==> src/rtl/rbs_pkg.sv <==
package rbs_pkg;

  localparam int RAM_AW   = 7;
  localparam int DATA_W   = 8;
  localparam int REG_W    = 3;
  localparam int BANK_W   = 2;
  localparam int SP_W     = 8;
  localparam int OP_W     = 4;

  typedef enum logic [OP_W-1:0] {
    OP_IDLE = 4'd0,
    OP_RD   = 4'd1,
    OP_WR   = 4'd2,
    OP_RRD  = 4'd3,
    OP_RWR  = 4'd4,
    OP_PUSH = 4'd5,
    OP_POP  = 4'd6,
    OP_SPLD = 4'd7,
    OP_BSET = 4'd8,
    OP_BCLR = 4'd9,
    OP_BRD  = 4'd10,
    OP_BANK = 4'd11
  } op_e;

  // Working register location: bank times registers-per-bank plus register number.
  function automatic logic [RAM_AW-1:0] reg_location(
    input logic [BANK_W-1:0] bank,
    input logic [REG_W-1:0]  rnum
  );
    logic [RAM_AW-1:0] base;
    base = RAM_AW'(bank) * RAM_AW'(1 << REG_W);
    return base + RAM_AW'(rnum);
  endfunction

  // Byte that holds a bit address inside the bit window.
  function automatic logic [RAM_AW-1:0] bit_byte(
    input logic [RAM_AW-1:0] base,
    input logic [RAM_AW-1:0] bitaddr
  );
    return base + (bitaddr >> 3);
  endfunction

  // Bit position inside that byte.
  function automatic logic [2:0] bit_pos(input logic [RAM_AW-1:0] bitaddr);
    return bitaddr[2:0];
  endfunction

endpackage

==> src/rtl/rbs_bank_sel.sv <==
module rbs_bank_sel #(
  parameter int BANK_W = 2
) (
  input  logic              clk,
  input  logic              rst_n,
  input  logic              load,
  input  logic [BANK_W-1:0] value,
  output logic [BANK_W-1:0] bank
);

  always_ff @(posedge clk or negedge rst_n) begin
    if (!rst_n)    bank <= '0;
    else if (load) bank <= value;
  end

endmodule

==> src/rtl/rbs_stack_ctl.sv <==
module rbs_stack_ctl #(
  parameter int SP_W    = 8,
  parameter int RAM_AW  = 7,
  parameter int SP_INIT = 7
) (
  input  logic            clk,
  input  logic            rst_n,
  input  logic            push_req,
  input  logic            pop_req,
  input  logic            load_req,
  input  logic [SP_W-1:0] load_val,
  output logic [SP_W-1:0] sp,
  output logic            push_fire,
  output logic            pop_fire,
  output logic            fault_evt,
  output logic            err
);

  localparam logic [SP_W-1:0] TOP_ADDR = SP_W'((1 << RAM_AW) - 1);
  localparam logic [SP_W-1:0] INIT_VAL = SP_W'(SP_INIT);

  logic push_room;
  logic pop_valid;

  assign push_room = (sp < TOP_ADDR);
  assign pop_valid = (sp != '0) && (sp <= TOP_ADDR);

  assign push_fire = push_req && push_room;
  assign pop_fire  = pop_req && pop_valid;
  assign fault_evt = (push_req && !push_room) || (pop_req && !pop_valid);

  always_ff @(posedge clk or negedge rst_n) begin
    if (!rst_n)         sp <= INIT_VAL;
    else if (load_req)  sp <= load_val;
    else if (push_fire) sp <= sp + SP_W'(1);
    else if (pop_fire)  sp <= sp - SP_W'(1);
  end

  always_ff @(posedge clk or negedge rst_n) begin
    if (!rst_n)         err <= 1'b0;
    else if (fault_evt) err <= 1'b1;
  end

endmodule

==> src/rtl/rbs_ram.sv <==
module rbs_ram #(
  parameter int AW = 7,
  parameter int DW = 8
) (
  input  logic          clk,
  input  logic          rst_n,
  input  logic          wr_en,
  input  logic [AW-1:0] wr_addr,
  input  logic [DW-1:0] wr_data,
  input  logic          rd_en,
  input  logic [AW-1:0] rd_addr,
  input  logic          bit_wr,
  input  logic          bit_rd,
  input  logic [AW-1:0] bit_addr,
  input  logic [2:0]    bit_idx,
  input  logic          bit_val,
  output logic [DW-1:0] rd_data,
  output logic          rd_bit
);

  localparam int DEPTH = 1 << AW;

  logic [DW-1:0] mem [DEPTH];
  logic [DW-1:0] bit_target;
  logic [DW-1:0] bit_merged;

  assign bit_target = mem[bit_addr];

  always_comb begin
    bit_merged = bit_target;
    bit_merged[bit_idx] = bit_val;
  end

  always_ff @(posedge clk) begin
    if (wr_en)       mem[wr_addr]  <= wr_data;
    else if (bit_wr) mem[bit_addr] <= bit_merged;
  end

  always_ff @(posedge clk or negedge rst_n) begin
    if (!rst_n)     rd_data <= '0;
    else if (rd_en) rd_data <= mem[rd_addr];
  end

  always_ff @(posedge clk or negedge rst_n) begin
    if (!rst_n)      rd_bit <= 1'b0;
    else if (bit_rd) rd_bit <= bit_target[bit_idx];
  end

endmodule

==> src/rtl/regbank_stack_ram.sv <==
module regbank_stack_ram
  import rbs_pkg::*;
#(
  parameter int AW       = RAM_AW,
  parameter int DW       = DATA_W,
  parameter int RW       = REG_W,
  parameter int BW       = BANK_W,
  parameter int SPW      = SP_W,
  parameter int SP_INIT  = 7,
  parameter int BIT_BASE = 32
) (
  input  logic           clk,
  input  logic           rst_n,
  input  logic [3:0]     op_i,
  input  logic [AW-1:0]  addr_i,
  input  logic [RW-1:0]  reg_i,
  input  logic [DW-1:0]  wdata_i,
  output logic [DW-1:0]  rdata_o,
  output logic           rbit_o,
  output logic [SPW-1:0] sp_o,
  output logic [BW-1:0]  bank_o,
  output logic           err_o
);

  localparam logic [AW-1:0] WIN_BASE = AW'(BIT_BASE);

  op_e op;
  assign op = op_e'(op_i);

  // Named internal events for the checker
  logic push_fire;
  logic pop_fire;
  logic fault_evt;

  logic          wr_en, rd_en, bit_wr, bit_rd, bit_val;
  logic [AW-1:0] wr_addr, rd_addr, bit_addr;
  logic [DW-1:0] wr_data;
  logic [AW-1:0] reg_addr;
  logic [AW-1:0] push_addr;
  logic [AW-1:0] pop_addr;

  assign reg_addr  = reg_location(bank_o, reg_i);
  assign push_addr = sp_o[AW-1:0] + AW'(1);
  assign pop_addr  = sp_o[AW-1:0];
  assign bit_addr  = bit_byte(WIN_BASE, addr_i);

  rbs_bank_sel #(.BANK_W(BW)) u_bank (
    .clk   (clk),
    .rst_n (rst_n),
    .load  (op == OP_BANK),
    .value (wdata_i[BW-1:0]),
    .bank  (bank_o)
  );

  rbs_stack_ctl #(.SP_W(SPW), .RAM_AW(AW), .SP_INIT(SP_INIT)) u_stack (
    .clk       (clk),
    .rst_n     (rst_n),
    .push_req  (op == OP_PUSH),
    .pop_req   (op == OP_POP),
    .load_req  (op == OP_SPLD),
    .load_val  (wdata_i[SPW-1:0]),
    .sp        (sp_o),
    .push_fire (push_fire),
    .pop_fire  (pop_fire),
    .fault_evt (fault_evt),
    .err       (err_o)
  );

  always_comb begin
    wr_en   = 1'b0;
    wr_addr = addr_i;
    wr_data = wdata_i;
    rd_en   = 1'b0;
    rd_addr = addr_i;
    bit_wr  = 1'b0;
    bit_rd  = 1'b0;
    bit_val = 1'b0;
    unique case (op)
      OP_RD:   rd_en = 1'b1;
      OP_WR:   wr_en = 1'b1;
      OP_RRD:  begin rd_en = 1'b1; rd_addr = reg_addr; end
      OP_RWR:  begin wr_en = 1'b1; wr_addr = reg_addr; end
      OP_PUSH: begin wr_en = push_fire; wr_addr = push_addr; end
      OP_POP:  begin rd_en = pop_fire; rd_addr = pop_addr; end
      OP_BSET: begin bit_wr = 1'b1; bit_val = 1'b1; end
      OP_BCLR: bit_wr = 1'b1;
      OP_BRD:  bit_rd = 1'b1;
      default: ;
    endcase
  end

  rbs_ram #(.AW(AW), .DW(DW)) u_ram (
    .clk      (clk),
    .rst_n    (rst_n),
    .wr_en    (wr_en),
    .wr_addr  (wr_addr),
    .wr_data  (wr_data),
    .rd_en    (rd_en),
    .rd_addr  (rd_addr),
    .bit_wr   (bit_wr),
    .bit_rd   (bit_rd),
    .bit_addr (bit_addr),
    .bit_idx  (bit_pos(addr_i)),
    .bit_val  (bit_val),
    .rd_data  (rdata_o),
    .rd_bit   (rbit_o)
  );

endmodule

==> config.mk <==
export PLATFORM = sky130hd
export DESIGN_NAME = regbank_stack_ram
export DESIGN_NICKNAME = d
export VERILOG_FILES = /design/src/rtl/rbs_pkg.sv /design/src/rtl/rbs_bank_sel.sv /design/src/rtl/rbs_stack_ctl.sv /design/src/rtl/rbs_ram.sv /design/src/rtl/regbank_stack_ram.sv
export SDC_FILE = /design/constraint.sdc
export NUM_CORES = 1
export LEC_CHECK = 0
export BUFFER_PORTS_ARGS = -buffer_cell sky130_fd_sc_hd__buf_2
export CORE_MARGIN = 5
export CORE_UTILIZATION = 30
export CTS_CLUSTER_SIZE = 12
export DETAILED_ROUTE_END_ITERATION = 8
export GPL_TIMING_DRIVEN = 0
export SKIP_LAST_GASP = 1
export SLEW_MARGIN = 20
export SYNTH_ARGS = -nofsm -noshare
export SYNTH_HDL_FRONTEND = slang
export SYNTH_SLANG_ARGS = --single-unit
==> constraint.sdc <==
create_clock -name clk -period 7.4 [get_ports clk]
set_input_delay 0.74 -clock clk [delete_from_list [all_inputs] [get_ports clk]]
set_output_delay 0.74 -clock clk [all_outputs]
set_load 0.01 [all_outputs]
==> results by group, run 1 <==
Setup path
  – CP startpoint kind: flip-flop
  – WP data arrival: 5.44 ns
  – Worst endpoint required time: 8.04 ns
  – Critical Path Fanout Max: 11
  – CP Cell Sequence: buf_2 > and4b_1 > o21ai_1 > nand3_1 > buf_2 > buf_1 > clkbuf_1 > nand2_1 > nand3_1 > nand4_1 > nand4b_1 > o221a_1
  – Slowest cell on the critical path: buf_1
  – Worst Setup End Kind: flip-flop
  – Delay-heaviest family, CP: buffers and inverters
  – Worst Path Buf+Inv: 4
  – Critical path type: reg2reg
  – Crit-path max cell delay: 0.78 ns

Route
  – Final WL: 136 mm
  – Vias: 28066
  – 1st-pass router iterations: 5
  – Detail Route Antenna Nets: 0
  – # DRC: 0
  – Via density: 5.39
  – Post-DR wirelength/cell: 26.2 um
  – DR iter-0 viols: 4147

Yosys
  – Register area share after synthesis: 71.8%
  – Syn nets: 3068
  – Average cell area after synthesis: 14.3 um^2
  – Cell taking the most area after synthesis: edfxtp_1
  – Cells after synthesis: 3034
  – Count leader, synth: edfxtp_1
  – Commonest cells post-synth: edfxtp_1, nand2_1, mux2i_1
  – Synth top area cells: edfxtp_1, nand2_1, mux2i_1, mux4_2, nand3_1
  – Area share of the largest cell type after synthesis: 70.6%
  – Ys flop type: edfxtp_1
  – Yosys warns: 0
  – Mapped Area: 43500 um^2
  – Seq cells post-synth: 1044
  – EDFF count, synth: 1024
  – Synth cell types: 73
  – Async SR Flop Fraction: 1.92%

GRT
  – Largest net degree at the start of global routing: 59
  – Grt ovf: 0
  – Vias in the first global route: 26875
  – First-pass GRT wire length: 193 mm
  – GR Util All Layers: 17.3%
  – Initial antenna violation count: 5

Final layout
  – Share of layout cells above drive strength 1: 12.8%
  – Nets: 3258
  – P&R area growth vs syn: 16.0%
  – Fin area: 50500 um^2
  – # fillers: 13696

Clock tree
  – H-tree levels: 3
  – CTS tree: done
  – Max clock buf depth: 3
  – TritonCTS buffer count: 106
  – Post-CTS setup buffer count: 0
  – Worst skew pair latency: 0.71 ns
  – Cts hold-fix bufs: 0
  – CTS resizes: 0
  – CTS root buf: clkbuf_16
  – Clk sink count: 1044
  – Clock transition at path regs: 0.07 ns

Timing
  – Relative slew slack: 18.4%
  – Unrepaired setup endpoints after global routing: no
  – Setup Skew: 0.0327 ns
  – Period utilisation layout: 64.9%
  – Pins Over Slew Limit: 0
  – Fin Hold WS: 0.0616 ns
  – Actual slew at the worst max-slew pin: 1.22 ns
  – Minimum clock period: 4.80 ns
  – Fmax achieved: 208 MHz
  – Final setup margin: 2.60 ns
  – Final setup vio count: 0
  – Final Hold Viols: 0

Place
  – I/O Buffers: 42
  – Routability Congestion: 0.933
  – Dpl cell area: 47300 um^2
  – Place WS: 2.29 ns
  – Post-detail-place hpwl: 96.8 mm

Floorplan
  – Initial core utilization: 30.3%
  – Die X: 391 um
  – Core area: 144000 um^2
  – Die Y: 391 um
  – # IOs: 44
  – Die ar.: 153000 um^2
  – Row count: 139

Power and ir drop
  – IR Drop Worst-Case VDD: 181 uV
  – Leak pwr: 16.5 nW
  – Pwr Density: 270 nW/um^2

Outcome
  – Status: finished clean

Job
  – Maxcap violations: 0

Hold path
  – Hold WC Path Type: in2async
## registers in the layout (all words and copies together), names as in the netlist
register and count:
u_ram.mem 1024, u_ram.rd_data 8, u_stack.sp 8, u_bank.bank 2, u_ram.rd_bit 1, u_stack.err 1
## logic make-up (layout without fill, tap and decap cells)
logic type               count (synthesis)  after routing  synth area share [%]
AO/OA/AOI/OAI                          321            321                  5.50
other                                    0              4                     0
multiplexers                           289            289                  8.28
XOR/XNOR                                11             11                 0.221
buffers and inverters                  194            460                  2.33
adder cells (fa/ha/maj)                 10             10                 0.305
AND/OR/NAND/NOR                       1165           1165                  11.6
flip-flops                            1044           1044                  71.8
## power breakdown
group / leakage (nW) / switching (mW) / internal (mW)
combinational: 5.59 / 1.24 / 0.598
clock: 1.54 / 2.27 / 2.79
sequential: 9.41 / 0.0983 / 6.61
total: 16.5 / 3.61 / 10.0
## worst reg2reg max path: stages, from the launching register on
cell and delay (ns):
dfstp_2 0.57, buf_2 0.21, and4b_1 0.21, o21ai_1 0.07
nand3_1 0.55, buf_2 0.39, buf_1 0.78, clkbuf_1 0.74
nand2_1 0.13, nand3_1 0.11, nand4_1 0.25, nand4b_1 0.46
o221a_1 0.27
## per-stage QoR
stage	util [%]	total power, mW	instances	setup TNS, ns
finish	35.1	13.6	5207	0
global route	35.1	14.0	5203	0
CTS	35.1	13.6	5203	0
detailed placement	32.9	8.63	5019	0
global placement	32.1	8.56	4979	-4252.70
floorplan	-	7.80	3034	0
## cell usage in the layout, fill, tap and decap left out, drive strengths merged, types with 7 or more instances in the layout
cell type and instances:
a21oi 36, a31oi 79, a32o 8, a32oi 96, and3 13, and4 7
buf 199, clkbuf 217, clkinv 29, dfrtp 17, edfxtp 1024, ha 9
inv 12, mux2 8, mux2i 225, mux4 56, nand2 683, nand2b 14
nand3 186, nand4 34, nand4b 14, nor2 168, nor2b 13, nor3 11
o2111a 7, o21ai 40, o221a 11, o41ai 7, xnor2 7
## routing by layer
| metal | GRT usage, % | vias up | part of all wire, % |
|---|---|---|---|
| met5 | 0 | - | 0.0081 |
| met4 | 6.07 | 2 | 3.7 |
| met3 | 4.24 | 284 | 11 |
| met2 | 26.5 | 1594 | 45 |
| met1 | 24.0 | 14218 | 41 |
| li1 | - | 11968 | - |
## worst paths after layout
check	start	endpoint	slack [ns]	depth (start not counted)
setup / recovery	u_stack.sp[0]	u_ram.rd_data[0]	2.60	12
setup reg to reg	u_stack.sp[0]	u_ram.rd_data[0]	2.60	12
hold reg to reg	u_stack.err	u_stack.err	0.52	2
max in group asynchronous	rst_n	u_stack.sp[7]	6.88	1
min in group clk	wdata_i[0]	u_stack.sp[0]	0.33	3
hold / removal	rst_n	u_ram.rd_bit	0.06	1
## final cells by class
type | instances | area (um^2) | share of cell area, %
sequential | 1044 | 31300 | 61.9
inverter | 10 | 37.5 | 0.0743
buffer | 184 | 981 | 1.94
tap | 1903 | 2380 | 4.72
antenna | 4 | 10.0 | 0.0198
timing repair buffer | 82 | 1250 | 2.47
clock inverter | 34 | 303 | 0.600
clock buffer | 150 | 2900 | 5.74
multi-input combinational | 1796 | 11400 | 22.5
Power figures use the tool's default switching activity.
==> inputs of run 2 (changes only) <==
Clock period 7.4 ns to 4.8 ns, I/O delays scaled along.
==> results by group, run 2 (synthesized netlist as in run 1, its figures left out) <==
Setup path
  – Worst endpoint required time: 5.12 ns (was 8.04 ns)
  – Worst Setup End Kind: flip-flop (unchanged)
  – CP startpoint kind: flip-flop (unchanged)
  – Critical Path Fanout Max: 10 (was 11)
  – WP data arrival: 5.13 ns (was 5.44 ns)
  – Critical path type: reg2reg (unchanged)
  – R2r setup slk: -0.01 ns (was 2.60 ns)

Route
  – DR iter-0 viols: 3706 (was 4147)
  – Post-DR wirelength/cell: 26.3 um (was 26.2 um)
  – Via density: 5.43 (was 5.39)
  – 1st-pass router iterations: 8 (was 5)
  – # DRC: 0 (unchanged)
  – Vias: 28233 (was 28066)
  – Detail Route Antenna Nets: 0 (unchanged)
  – Final WL: 137 mm (was 136 mm)

Final layout
  – Commonest non-fill, non-tap cell in the layout: edfxtp_1 (unchanged)
  – Biggest regs: u_ram.mem: 1024 flops, u_ram.rd_data: 8 flops, u_stack.sp: 8 flops (unchanged)
  – Nets: 3260 (was 3258)
  – Most flops, register: u_ram.mem (unchanged)
  – Highest-count cells in the layout ignoring fill and taps: edfxtp_1, nand2_1, mux2i_1 (unchanged)
  – Share of layout cells above drive strength 1: 13.0% (was 12.8%)
  – # fillers: 13612 (was 13696)
  – P&R area growth vs syn: 16.0% (about the same)
  – Ant diodes: 0 (was 4)
  – Max reg flops: 1024 (unchanged)

Power and ir drop
  – IR Drop Worst-Case VDD: 292 uV (was 181 uV)
  – Pwr Total: 20.9 mW (was 13.6 mW)
  – Leak pwr: 16.6 nW (was 16.5 nW)
  – Pwr Density: 414 nW/um^2 (was 270 nW/um^2)

Timing
  – Unrepaired setup endpoints after global routing: yes (was no)
  – Minimum clock period: 4.81 ns (was 4.80 ns)
  – Final setup vio count: 11 (was 0)
  – Final Hold Viols: 0 (unchanged)
  – Actual slew at the worst max-slew pin: 1.21 ns (was 1.22 ns)
  – Relative slew slack: 19.5% (was 18.4%)
  – Final setup margin: -0.0107 ns (was 2.60 ns)
  – Setup Skew: 0.0538 ns (was 0.0327 ns)
  – Fmax achieved: 208 MHz (about the same)
  – Period utilisation layout: 100% (was 64.9%)
  – Pins Over Slew Limit: 0 (unchanged)

Hold path
  – Hold WC Path Type: in2reg (was in2async)

Floorplan
  – # IOs: 44 (unchanged)
  – Row count: 139 (unchanged)
  – Die ar.: 153000 um^2 (unchanged)
  – Initial core utilization: 30.3% (unchanged)
  – Die Y: 391 um (unchanged)
  – Die X: 391 um (unchanged)
  – Core area: 144000 um^2 (unchanged)

Place
  – I/O Buffers: 42 (unchanged)
  – Post-detail-place hpwl: 96.7 mm (was 96.8 mm)
  – Place WS: -0.125 ns (was 2.29 ns)
  – Routability Congestion: 0.947 (was 0.933)

Job
  – Maxcap violations: 0 (unchanged)

Outcome
  – Status: finished with violations (was finished clean)
  – Failing checks: setup timing

Clock tree
  – H-tree levels: 3 (unchanged)
  – Clock transition at path regs: 0.06 ns (was 0.07 ns)
  – Worst skew pair latency: 0.72 ns (was 0.71 ns)
  – CTS root buf: clkbuf_16 (unchanged)
  – Max clock buf depth: 3 (unchanged)
  – TritonCTS buffer count: 106 (unchanged)
  – CTS tree: done (unchanged)
  – Post-CTS setup buffer count: 0 (unchanged)
  – Clk sink count: 1044 (unchanged)

GRT
  – Initial antenna violation count: 2 (was 5)
  – Grt ovf: 0 (unchanged)
  – First-pass GRT wire length: 193 mm (about the same)
  – GR Util All Layers: 17.4% (was 17.3%)
  – Largest net degree at the start of global routing: 59 (unchanged)
  – Vias in the first global route: 26526 (was 26875)
==> run 2: cell count changes in the layout (fill, tap and decap cells not counted), moves of 2 or more <==
cell and delta:
clkbuf_1 -4, diode_2 -4, clkinv_2 +3, clkinv_8 +3
nor2_1 -3, nor2_2 +3, clkbuf_16 -2
==> run 2: area by class of cell <==
cell class                      count  area, um^2  area share, %
Buffer                            184         981           1.94
Clock buffer                      143        2820           5.59
Inverter                           10        37.5         0.0743
Timing Repair Buffer               84        1280           2.54
Sequential cell                  1044       31300           61.9
Clock inverter                     38         353          0.699
Tap cell                         1903        2380           4.71
Multi-Input combinational cell   1796       11400           22.6
==> run 2: worst paths after layout <==
kind                          startpoint          endpoint  depth (start not counted)
max in group asynchronous          rst_n     u_stack.sp[6]                          2
hold reg to reg              u_stack.err       u_stack.err                          2
hold / removal                wdata_i[0]     u_stack.sp[0]                          3
setup reg to reg           u_stack.sp[2]  u_ram.mem[72][4]                         10
setup / recovery           u_stack.sp[2]  u_ram.mem[72][4]                         10
min in group asynchronous          rst_n    u_bank.bank[1]                          2
==> run 2: what timing repair did <==
item	CTS	global route
gates resized for setup	0	3
hold buffers	1	0
setup endpoints to repair	0	74
endpoints found under the hold margin	17	0
==> run 2: per-layer routing <==
layer	part of all wire (%)	vias to the layer above	track usage [%]
met2	44	1661	26.5
met4	3.9	0	5.92
met1	41	14329	24.1
li1	-	11947	-
met5	0	-	0
met3	11	296	4.69
==> run 2: per-stage QoR <==
step / area, um^2 / utilization (%) / hold slack (ns) / setup TNS, ns / cells
2_1_floorplan: 43600 / - / 0.184 / 0 / 3034
3_3_place_gp: 46100 / 32.1 / 0.511 / -2963.24 / 4979
3_5_place_dp: 47300 / 32.9 / 0.507 / -4.58 / 5020
4_1_cts: 50500 / 35.1 / 0.0248 / 0 / 5202
5_1_grt: 50500 / 35.1 / 0.0745 / -2.18 / 5202
6_report: 50500 / 35.1 / 0.0589 / -0.0714 / 5202
==> run 2: critical path: stages, from the launching register on <==
cell and delay [ns]:
dfstp_2 0.57, clkbuf_1 0.37, xnor2_1 0.17, nand2_1 0.06, o21ai_0 0.14, a21oi_1 0.11, o22ai_1 0.72, nand3_1 0.41
nand2b_1 0.53, clkbuf_1 0.50, nor2_1 0.84
==> run 2: report_power, final <==
part	internal, mW	switching, mW	total, mW
combinational	0.927	1.93	2.86
sequential	10.2	0.149	10.3
clock	4.23	3.51	7.74
